===== src/rtl/decade_pkg.sv =====
package decade_pkg;
  // strobes from control to datapath
  typedef struct packed {
    logic advance;  // count may move this edge
    logic wrap;     // next value is zero
  } ctrlStrobes_t;
endpackage


===== src/rtl/dcnt_ctrl.sv =====
module dcnt_ctrl
  import decade_pkg::*;
#(
  parameter int COUNT_W = 4,
  parameter int MODULUS = 10
) (
  input  logic               inhibit,
  input  logic [COUNT_W-1:0] count,
  output ctrlStrobes_t       strobes
);
  localparam logic [COUNT_W-1:0] LAST = COUNT_W'(MODULUS - 1);

  always_comb begin
    strobes.advance = !inhibit;
    // values at or above the last legal one (including illegal ones) return to zero
    strobes.wrap    = !inhibit && (count >= LAST);
  end
endmodule


===== src/rtl/dcnt_datapath.sv =====
module dcnt_datapath
  import decade_pkg::*;
#(
  parameter int COUNT_W = 4
) (
  input  logic               clk,
  input  logic               rst,
  input  ctrlStrobes_t       strobes,
  input  logic               dispEn,
  output logic [COUNT_W-1:0] count,
  output logic               enDly
);
  always_ff @(posedge clk or posedge rst) begin
    if (rst) begin
      count <= '0;
    end else if (strobes.wrap) begin
      count <= '0;
    end else if (strobes.advance) begin
      count <= count + 1'b1;
    end
  end

  always_ff @(posedge clk or posedge rst) begin
    if (rst) enDly <= 1'b0;
    else     enDly <= dispEn;
  end

  // a wrap strobe leaves the count at zero
  a_r1_wrap_to_zero: assert property (@(posedge clk) disable iff (rst)
    strobes.wrap |=> count == '0);

  // the enable output is the previous enable input
  a_r6_en_delay: assert property (@(posedge clk) disable iff (rst)
    1'b1 |=> enDly == $past(dispEn));
endmodule


===== src/rtl/dcnt_decode.sv =====
module dcnt_decode #(
  parameter int COUNT_W = 4,
  parameter int MODULUS = 10,
  parameter int SEG_W   = 7
) (
  input  logic [COUNT_W-1:0] count,
  input  logic               dispEn,
  output logic [SEG_W-1:0]   segOut,
  output logic               divTen,
  output logic               notTwo
);
  localparam logic [COUNT_W-1:0] HALF = COUNT_W'(MODULUS / 2);
  localparam logic [COUNT_W-1:0] TWO  = COUNT_W'(2);

  logic [SEG_W-1:0] glyph;

  always_comb begin
    unique case (count)
      COUNT_W'(0): glyph = SEG_W'(7'h3F);
      COUNT_W'(1): glyph = SEG_W'(7'h06);
      COUNT_W'(2): glyph = SEG_W'(7'h5B);
      COUNT_W'(3): glyph = SEG_W'(7'h4F);
      COUNT_W'(4): glyph = SEG_W'(7'h66);
      COUNT_W'(5): glyph = SEG_W'(7'h6D);
      COUNT_W'(6): glyph = SEG_W'(7'h7D);
      COUNT_W'(7): glyph = SEG_W'(7'h07);
      COUNT_W'(8): glyph = SEG_W'(7'h7F);
      COUNT_W'(9): glyph = SEG_W'(7'h6F);
      default:     glyph = '0;  // illegal values stay dark
    endcase
  end

  assign segOut = dispEn ? glyph : '0;
  assign divTen = count < HALF;
  assign notTwo = count != TWO;
endmodule


===== src/rtl/decade_seg_counter.sv =====
module decade_seg_counter
  import decade_pkg::*;
#(
  parameter int COUNT_W = 4,
  parameter int MODULUS = 10,
  parameter int SEG_W   = 7
) (
  input  logic             clk,
  input  logic             rst,
  input  logic             inhibit,
  input  logic             dispEn,
  output logic [SEG_W-1:0] segOut,
  output logic             enOut,
  output logic             divTen,
  output logic             notTwo
);
  localparam logic [COUNT_W-1:0] LAST = COUNT_W'(MODULUS - 1);

  ctrlStrobes_t       strobes;
  logic [COUNT_W-1:0] count;

  dcnt_ctrl #(.COUNT_W(COUNT_W), .MODULUS(MODULUS)) u_ctrl (
    .inhibit(inhibit), .count(count), .strobes(strobes)
  );

  dcnt_datapath #(.COUNT_W(COUNT_W)) u_dp (
    .clk(clk), .rst(rst), .strobes(strobes), .dispEn(dispEn),
    .count(count), .enDly(enOut)
  );

  dcnt_decode #(.COUNT_W(COUNT_W), .MODULUS(MODULUS), .SEG_W(SEG_W)) u_dec (
    .count(count), .dispEn(dispEn), .segOut(segOut),
    .divTen(divTen), .notTwo(notTwo)
  );

  // free-running step
  a_r1_step: assert property (@(posedge clk) disable iff (rst)
    (!inhibit && count < LAST) |=> count == $past(count) + 1'b1);

  // inhibit freezes the count
  a_r4_inhibit_hold: assert property (@(posedge clk) disable iff (rst)
    inhibit |=> $stable(count));

  // a held reset keeps count and enable output at zero
  a_r3_reset_clear: assert property (@(posedge clk)
    (rst && $past(rst)) |-> (count == '0 && !enOut));

  // divide-by-ten rises only on the wrap to zero
  a_r7_div_rise: assert property (@(posedge clk) disable iff (rst)
    $rose(divTen) |-> (count == '0 && $past(count) == LAST));

  // not-two low means the glyph for two when lit
  a_r8_not_two: assert property (@(posedge clk) disable iff (rst)
    (!notTwo && dispEn) |-> segOut == SEG_W'(7'h5B));

  // blanking darkens every segment
  a_r5_blank: assert property (@(posedge clk) disable iff (rst)
    !dispEn |-> segOut == '0);
endmodule


===== config.mk =====
export PLATFORM = sky130hd
export DESIGN_NAME = decade_seg_counter
export DESIGN_NICKNAME = d
export VERILOG_FILES = /design/src/rtl/decade_pkg.sv /design/src/rtl/dcnt_ctrl.sv /design/src/rtl/dcnt_datapath.sv /design/src/rtl/dcnt_decode.sv /design/src/rtl/decade_seg_counter.sv
export SDC_FILE = /design/constraint.sdc
export NUM_CORES = 1
export LEC_CHECK = 0
export ABC_AREA = 1
export ABC_CLOCK_PERIOD_IN_PS = 1750
export BUFFER_PORTS_ARGS = -buffer_cell sky130_fd_sc_hd__buf_2
export CAP_MARGIN = 10
export CORE_MARGIN = 2
export CORE_UTILIZATION = 35
export DETAILED_ROUTE_END_ITERATION = 6
export HOLD_SLACK_MARGIN = 0.02
export PLACE_DENSITY = 0.66
export SYNTH_ARGS = -nofsm -noshare
export SYNTH_HDL_FRONTEND = slang
export SYNTH_SLANG_ARGS = --single-unit
export TNS_END_PERCENT = 100

===== constraint.sdc =====
create_clock -name clk -period 1.75 [get_ports clk]
set_input_delay 0.2625 -clock clk [delete_from_list [all_inputs] [get_ports clk]]
set_output_delay 0.2625 -clock clk [all_outputs]
set_load 0.005 [all_outputs]

# Word level (Yosys, flattened, before mapping)
# Memory sizes are Yosys's and may differ from the RTL's.
# Index checks and enable logic that the tools add are counted.
# op_classes
shift,0
muxes,3
magnitude_cmp,2
n_reduce_logical,2
multipliers,0
n_div,0
add_sub_neg,1
n_eq_ne,2
bitwise,0
# op_table
cell,count
4-bit 2-to-1 mux,2
7-bit 2-to-1 mux,1
4-bit by 1-bit adder with 4-bit output (second input constant),1
4-bit greater-or-equal comparator (second input constant),1
4-bit by 3-bit less-than comparator with 1-bit output (second input constant),1
4-bit by 2-bit inequality test with 1-bit output (second input constant),1
2-bit by 1-bit inequality test with 1-bit output (second input constant),1
1-bit logical AND,1
1-bit logical NOT,1
# totals
ff_bits,5
latch_bits,0
rom_bits,112
ram_bits,0
in_bits,4
output_inout_bits,10
elab_cells,13
memories,1
# mem_list
memory,depth,width,rd,rd_ports_with_merged_regs,write_ports,line,rtl
(no name shown),16,7,1,0,0,dcnt_decode.sv:18,unique case (count)

# Longest topological paths before layout
# Gate-level depths: netlist (run 1).
# depth
ltp_word,3
depth_mapped,7
depth_no_buf,7

# By module
# Synthesis (run 1) repeated with hierarchy kept, for this count alone.
# unflattened
hier_cells,69
hier_area_um2,452.9
# modules_own_cells
mod,seq_area_each_um2,area_per_inst_um2,instances,cells_per_inst
dcnt_datapath,125.1,230.2,1,26
dcnt_decode,0.0,196.4,1,38
dcnt_ctrl,0.0,26.3,1,5

# Worst setup path after synthesis (run 1)
# OpenSTA, ideal clock, no wires.
# synth_path
kind,flip-flop to output port
from,reg u_dp.count[1]
to,out segOut[3]
slack_ns,0.447
arrival_ns,1.041
path_stages_with_launch,7
path_cell_list,dfrtp_1 -> inv_1 -> ha_1 -> nand2_1 -> inv_1 -> nor2_1 -> nor2_1
# synth_between
elab_chain_cells,2
# synth_rtl
element,line,rtl
start: declaration,dcnt_datapath.sv:10,"output logic [COUNT_W-1:0] count,"
start signal: assignment,dcnt_datapath.sv:19,count <= count + 1'b1;
memory 16 x 7 bit,n/a,
7-bit 2-to-1 mux,dcnt_decode.sv:33,assign segOut = dispEn ? glyph : '0;
end: declaration,decade_seg_counter.sv:12,"output logic [SEG_W-1:0] segOut,"
# No other way between the ends.

# Worst setup path after layout (run 1)
# layout_path
from,reg u_dp.count[1]
to,out segOut[0]
# The elaborated chain is that of the path after synthesis.

==> flow_summary.toml, run 1 <==
[outcome]
outcome = "complete, no violations"

[clocking]
cts-root-buf = "sky130_fd_sc_hd__clkbuf_4"
path_clk_slew_ns = 0.04
clkLatencyLatePin_ns = 0.24
clockBufferDepth = 2
post_cts_buffers = 0
tritoncts = "built"
tritoncts_num_sinks = 5
cts_buffers = 3
clock_tree.htree_level_count = 1

[critical_path]
maximum_fanout_along_the_worst_path = 6
worstRegToRegCells = 7
crit_end = "segOut[0]"
worstPathArrival_ns = 1.40
rr_startpoint = "u_dp.count[1]"
crit-reg2reg-capture = "u_dp.count[0]"
timing_worst_setup_path_type = "reg2out"
worstSetupStartpointType = "flop"
worstSetupStartpoint = "u_dp.count[1]"
endpoint_kind = "output pin"
data_required_time_of_the_critical_path_ns = 1.49
rrSetupSlack_ns = 0.55

[routing]
count_of_unresolved_drc_violations_after_routing = 0
routed_length_per_instance_um = 8.61
drt-vias-per-instance = 4.50
drt_first_pass_iters = 4
postRouteWirelength_um = 913
first_iter_violations = 11
vias = 477
ant_nets = 0

[hold_path]
holdCritPathClass = "in2reg"

[synth]
yosysSeqAreaShare_pct = 27.1
synth_seq_cells = 5
syn-mean-instance-area_um2 = 6.16
netlist_area_um2 = 462
synth_cell_types = 14
ys_warn_count = 0
synth_nets = 84
postSynthCellCount = 75

[grt]
antenna_violations_before_repair = 0
grt_first_pass_wirelength_mm = 1.52
global_route.overflow_total = 0
maximum_number_of_pins_on_one_net_before_global_route_repair = 12
grt_pass1_vias = 356
globalRouteTotalUtil_pct = 14.4

[pwr]
power.density_mw_per_mm2 = 1590
power.leakage_uw = 0.000347
vdd_drop_max_uv = 1040

[floorplanning]
design.core.area_mm2 = 0.00127
die-area_mm2 = 0.00163
chipHeight_um = 40.3
floorplan.die.width_um = 40.3
start_util_pct = 36.4
core.rowCount = 13
i_o_pins = 14

[sta]
final.period_utilization_pct = 95.1
clock.fmax_mhz = 601
layout_min_cycle_time_ns = 1.66
final-hold-violation-count = 0
fin_tns_setup_ns = 0
final-max-slew-violation-count = 0
skew_ns = 0.00460
timing.max_slew.rel_slack_pct = 76.7
setup-violations-final = 0
max_slew.worst_pin.slew_ns = 0.350

[finish]
diodes = 0
layout_overhead_on_the_synthesized_area_pct = 25.7
final_nets = 101
drive_gt1_share_pct = 28.6
post-route-cell-area_um2 = 581

[place]
dp_hpwl_um = 706
routabilityCongestion = 0.747
placed_cell_area_um2 = 527
port_buffers = 13

[run]
max_cap_viol_count = 0
[cell usage after synthesis]
cell type / n / area share, %
sky130_fd_sc_hd__a21oi_1: 2 / 2.2
sky130_fd_sc_hd__nand3_1: 1 / 1.1
sky130_fd_sc_hd__nand2_1: 20 / 16
sky130_fd_sc_hd__o21ai_0: 1 / 1.1
sky130_fd_sc_hd__buf_4: 1 / 1.6
sky130_fd_sc_hd__inv_2: 2 / 1.6
sky130_fd_sc_hd__nand2_2: 2 / 2.7
sky130_fd_sc_hd__o21a_1: 1 / 1.6
sky130_fd_sc_hd__buf_6: 1 / 2.4
sky130_fd_sc_hd__ha_1: 5 / 14
sky130_fd_sc_hd__inv_1: 12 / 9.8
sky130_fd_sc_hd__o21ai_2: 1 / 1.9
sky130_fd_sc_hd__nor2_1: 21 / 17
sky130_fd_sc_hd__dfrtp_1: 5 / 27
[report_power, final]
| part | internal, uW | leakage (uW) | total, uW | switching, uW |
|---|---|---|---|---|
| registers | 160 | 0.0000596 | 255 | 94.7 |
| clock network | 86.0 | 0.0000150 | 131 | 44.7 |
| logic | 237 | 0.000272 | 538 | 300 |
| total | 484 | 0.000347 | 924 | 440 |
[cell families after synthesis]
kind of cell / count (synthesis) / share of synthesized area, %
simple gates: 44 / 37.1
buf+inv: 16 / 15.4
compound gates: 5 / 6.78
fa+ha+maj: 5 / 13.6
flops: 5 / 27.1
[per-stage QoR]
stage	hold slack [ns]	power [uW]	utilization (%)	setup WS (ns)	instances
2_1_floorplan	0.0410	623	-	0.447	75
3_3_place_gp	0.164	749	41.5	0.228	101
3_5_place_dp	0.160	761	41.5	0.214	101
4_1_cts	0.172	906	44.6	0.0128	106
5_1_grt	0.170	1040	45.8	-0.00290	106
6_report	0.176	924	45.8	0.0859	106
[final cells by class]
type	count	area [um2]
clock buffers	4	26.3
fillers	130	688
inverters	14	55.1
multi-input cells	54	278
flip-flops and latches	5	128
well taps	15	18.8
repair buffers	14	75.1
[critical path: stages, from the launching register on]
cell                      delay, ns
sky130_fd_sc_hd__dfrtp_2       0.45
sky130_fd_sc_hd__inv_2         0.11
sky130_fd_sc_hd__ha_1          0.22
sky130_fd_sc_hd__nand2_1       0.07
sky130_fd_sc_hd__a21oi_1       0.15
sky130_fd_sc_hd__nor2_1        0.05
sky130_fd_sc_hd__buf_2         0.12
[metal layers]
| metal | share of wire, % | GRT usage (%) | vias up |
|---|---|---|---|
| met4 | 0 | 2.50 | 0 |
| met1 | 44 | 18.2 | 213 |
| li1 | - | - | 252 |
| met2 | 50 | 21.4 | 12 |
| met3 | 5.9 | 8.33 | 0 |
| met5 | 0 | 0 | - |
[how the worst min path moves through the flow]
stage,depth (start not counted),start,endpoint,slack [ns]
final,1,dispEn,u_dp.enDly,0.18
after global routing,1,dispEn,u_dp.enDly,0.17
after CTS,1,dispEn,u_dp.enDly,0.17
after detailed placement,2,rst,u_dp.count[0],0.16
after global placement,2,rst,u_dp.count[1],0.16
after floorplan,1,rst,u_dp.count[0],0.04
[cell usage in the layout, fill, tap and decap left out]
master	count
sky130_fd_sc_hd__dlygate4sd3_1	1
sky130_fd_sc_hd__o21ai_1	1
sky130_fd_sc_hd__o21ai_2	1
sky130_fd_sc_hd__inv_2	3
sky130_fd_sc_hd__nand2_2	2
sky130_fd_sc_hd__nand2_1	20
sky130_fd_sc_hd__nor2_1	21
sky130_fd_sc_hd__buf_2	13
sky130_fd_sc_hd__inv_1	10
sky130_fd_sc_hd__dfrtp_2	2
sky130_fd_sc_hd__ha_1	4
sky130_fd_sc_hd__o21a_1	1
sky130_fd_sc_hd__inv_4	1
sky130_fd_sc_hd__nand3_1	1
sky130_fd_sc_hd__a21oi_1	2
sky130_fd_sc_hd__clkbuf_4	3
sky130_fd_sc_hd__ha_4	1
sky130_fd_sc_hd__dfrtp_1	3
sky130_fd_sc_hd__clkbuf_1	1
[state kept, by name, indices dropped and copies added (netlist names)]
register / flops
u_dp.enDly: 1
u_dp.count: 4
[repair_timing]
item                                   CTS  global route
setup endpoints to repair                2             6
hold buffers                             1             0
gates resized for setup                  2             5
endpoints found under the hold margin    5             0
No activity file was read; power rests on OpenSTA's default activity.
==> run 2: changes to the inputs <==
--- a/config.mk
+++ b/config.mk
@@ -6,14 +6,14 @@
 export NUM_CORES = 1
 export LEC_CHECK = 0
 export ABC_AREA = 1
-export ABC_CLOCK_PERIOD_IN_PS = 1750
+export ABC_CLOCK_PERIOD_IN_PS = 1500
 export BUFFER_PORTS_ARGS = -buffer_cell sky130_fd_sc_hd__buf_2
 export CAP_MARGIN = 10
 export CORE_MARGIN = 2
 export CORE_UTILIZATION = 35
 export DETAILED_ROUTE_END_ITERATION = 6
 export HOLD_SLACK_MARGIN = 0.02
-export PLACE_DENSITY = 0.66
+export PLACE_DENSITY = 0.68
 export SYNTH_ARGS = -nofsm -noshare
 export SYNTH_HDL_FRONTEND = slang
 export SYNTH_SLANG_ARGS = --single-unit
==> constraint.sdc (replaced) <==
create_clock -name clk -period 1.5 [get_ports clk]
set_input_delay 0.225 -clock clk [delete_from_list [all_inputs] [get_ports clk]]
set_output_delay 0.225 -clock clk [all_outputs]
set_load 0.005 [all_outputs]
==> run 2 against run 1 <==
The run now ends with setup timing left. Combinational power up 45%. Final area up 12%. Global-route usage up 2.2 points. Routed wire length up 7.6%. Die area unchanged. Sequential cell count unchanged. Via count up 3.1%. Largest power group unchanged.
==> flow_summary.toml, run 2 (synthesis gave the netlist of run 1 again) <==
[critical_path]
worstSetupStartpointType = "flop"
worstPathArrival_ns = 1.36
timing_worst_setup_path_type = "reg2out"
endpoint_kind = "output pin"
worstRegToRegCells = 7
maximum_fanout_along_the_worst_path = 3
rr_startpoint = "u_dp.count[0]"
worstSetupStartpoint = "u_dp.count[0]"
data_required_time_of_the_critical_path_ns = 1.27

[grt]
antenna_violations_before_repair = 0
grt_pass1_vias = 416
globalRouteTotalUtil_pct = 16.6
global_route.overflow_total = 0
grt_first_pass_wirelength_mm = 1.68
maximum_number_of_pins_on_one_net_before_global_route_repair = 12

[place]
routabilityCongestion = 0.806
port_buffers = 13
place_ws_ns = 0.0595
dp_hpwl_um = 726
placedCellCount = 102

[clocking]
tritoncts = "built"
clkLatencyLatePin_ns = 0.25
clockBufferDepth = 2
cts-root-buf = "sky130_fd_sc_hd__clkbuf_4"
cts_buffers = 3
clock_tree.htree_level_count = 1
path_clk_slew_ns = 0.04
tritoncts_num_sinks = 5

[sta]
layout_min_cycle_time_ns = 1.58
rsz0062_at_grt = "true"
setup-violations-final = 7
max_slew.worst_pin.slew_ns = 0.399
final-hold-violation-count = 0
final.period_utilization_pct = 105
final-max-slew-violation-count = 0
timing.max_slew.rel_slack_pct = 73.4
layout_setup_ws_ns = -0.0824
finalHoldWorstSlack_ns = 0.141
clock.fmax_mhz = 632
skew_ns = 0.00217

[finish]
multi_input_comb_area_um2 = 318
fin_cells = 110
fillers = 130
final_core_utilization_pct = 51.2
mostFrequentLayoutCells = "19 x sky130_fd_sc_hd__nor2_1, 18 x sky130_fd_sc_hd__nand2_1, 13 x sky130_fd_sc_hd__buf_2, 8 x sky130_fd_sc_hd__inv_1, 5 x sky130_fd_sc_hd__inv_2"
layout_overhead_on_the_synthesized_area_pct = 40.7
largest_register_ffs = 4
final_nets = 105
largestRegisters = "u_dp.count (4), u_dp.enDly (1)"
ff_latch_area_um2 = 126
layout.cells.most_common = "sky130_fd_sc_hd__nor2_1"
diodes = 0
registers.top_by_ff_count = "u_dp.count"
drive_gt1_share_pct = 41.1

[outcome]
outcome = "complete, but fails checks"
violations = "setup timing"

[hold_path]
timing.hold.worst.start = "dispEn"
holdCritPathClass = "in2reg"
whs_path_depth = 1

[routing]
first_iter_violations = 2
ant_nets = 0
postRouteWirelength_um = 982
routed_length_per_instance_um = 8.93
vias = 492
drt-vias-per-instance = 4.47
count_of_unresolved_drc_violations_after_routing = 0
drt_first_pass_iters = 2

[floorplanning]
core.rowCount = 13
floorplan.die.width_um = 40.3
i_o_pins = 14
chipHeight_um = 40.3
design.core.area_mm2 = 0.00127
die-area_mm2 = 0.00163
start_util_pct = 36.4

[pwr]
power.leakage_uw = 0.000362
total_power_uw = 1230
vdd_drop_max_uv = 889
power.density_mw_per_mm2 = 1890

[run]
max_cap_viol_count = 0
[run 2: worst max-delay path, cell delays in order (launching register included)]
cell and delay [ns]:
sky130_fd_sc_hd__dfrtp_1 0.40, sky130_fd_sc_hd__inv_2 0.15, sky130_fd_sc_hd__ha_4 0.22, sky130_fd_sc_hd__nand2_2 0.07, sky130_fd_sc_hd__inv_1 0.04, sky130_fd_sc_hd__nor2_1 0.08
sky130_fd_sc_hd__nor2_1 0.04, sky130_fd_sc_hd__buf_2 0.12
[run 2: repair_timing]
action,4_1_cts,5_1_grt
cloned,0,0
hold buffers,1,0
endpoints found under the setup margin,9,8
pin swaps,4,3
buffers inserted,3,0
hold endpoints to repair,5,0
resized for setup,17,1
[run 2: stage by stage]
stage	TNS (ns)	cell area (um2)
3_3_place_gp	0	534
6_report	-0.382	649
2_1_floorplan	0	462
3_5_place_dp	0	534
5_1_grt	-1.19	649
4_1_cts	-0.377	647
[run 2: metal layers]
layer	wire length (um)	GRT usage, %	share of wire [%]	vias to the layer above
li1	-	-	-	257
met1	405	17.9	41	222
met2	493	25.4	50	9
met3	44	8.33	4.5	4
met4	38	10.8	3.9	0
met5	0	0	0	-
[run 2: layout make-up]
class                      instances  share of cell area (%)
timing repair buffer              18                    16.2
clock buffer                       4                    4.05
tap                               15                    2.89
inverter                          14                    8.48
sequential                         5                    19.5
multi-input combinational         54                    48.9
[run 2: worst paths after layout]
check                                endpoint  slack, ns
min in group asynchronous          u_dp.enDly       0.41
worst min register to register  u_dp.count[3]       0.69
worst max register to register  u_dp.count[1]       0.30
worst max-delay path                segOut[3]      -0.08
max in group asynchronous       u_dp.count[1]       0.90
worst min-delay path               u_dp.enDly       0.14
[run 2: power by group]
group	total, uW	internal (uW)	switching, uW
Combinational	778	370	408
Clock	157	101	56.3
Sequential	294	185	109
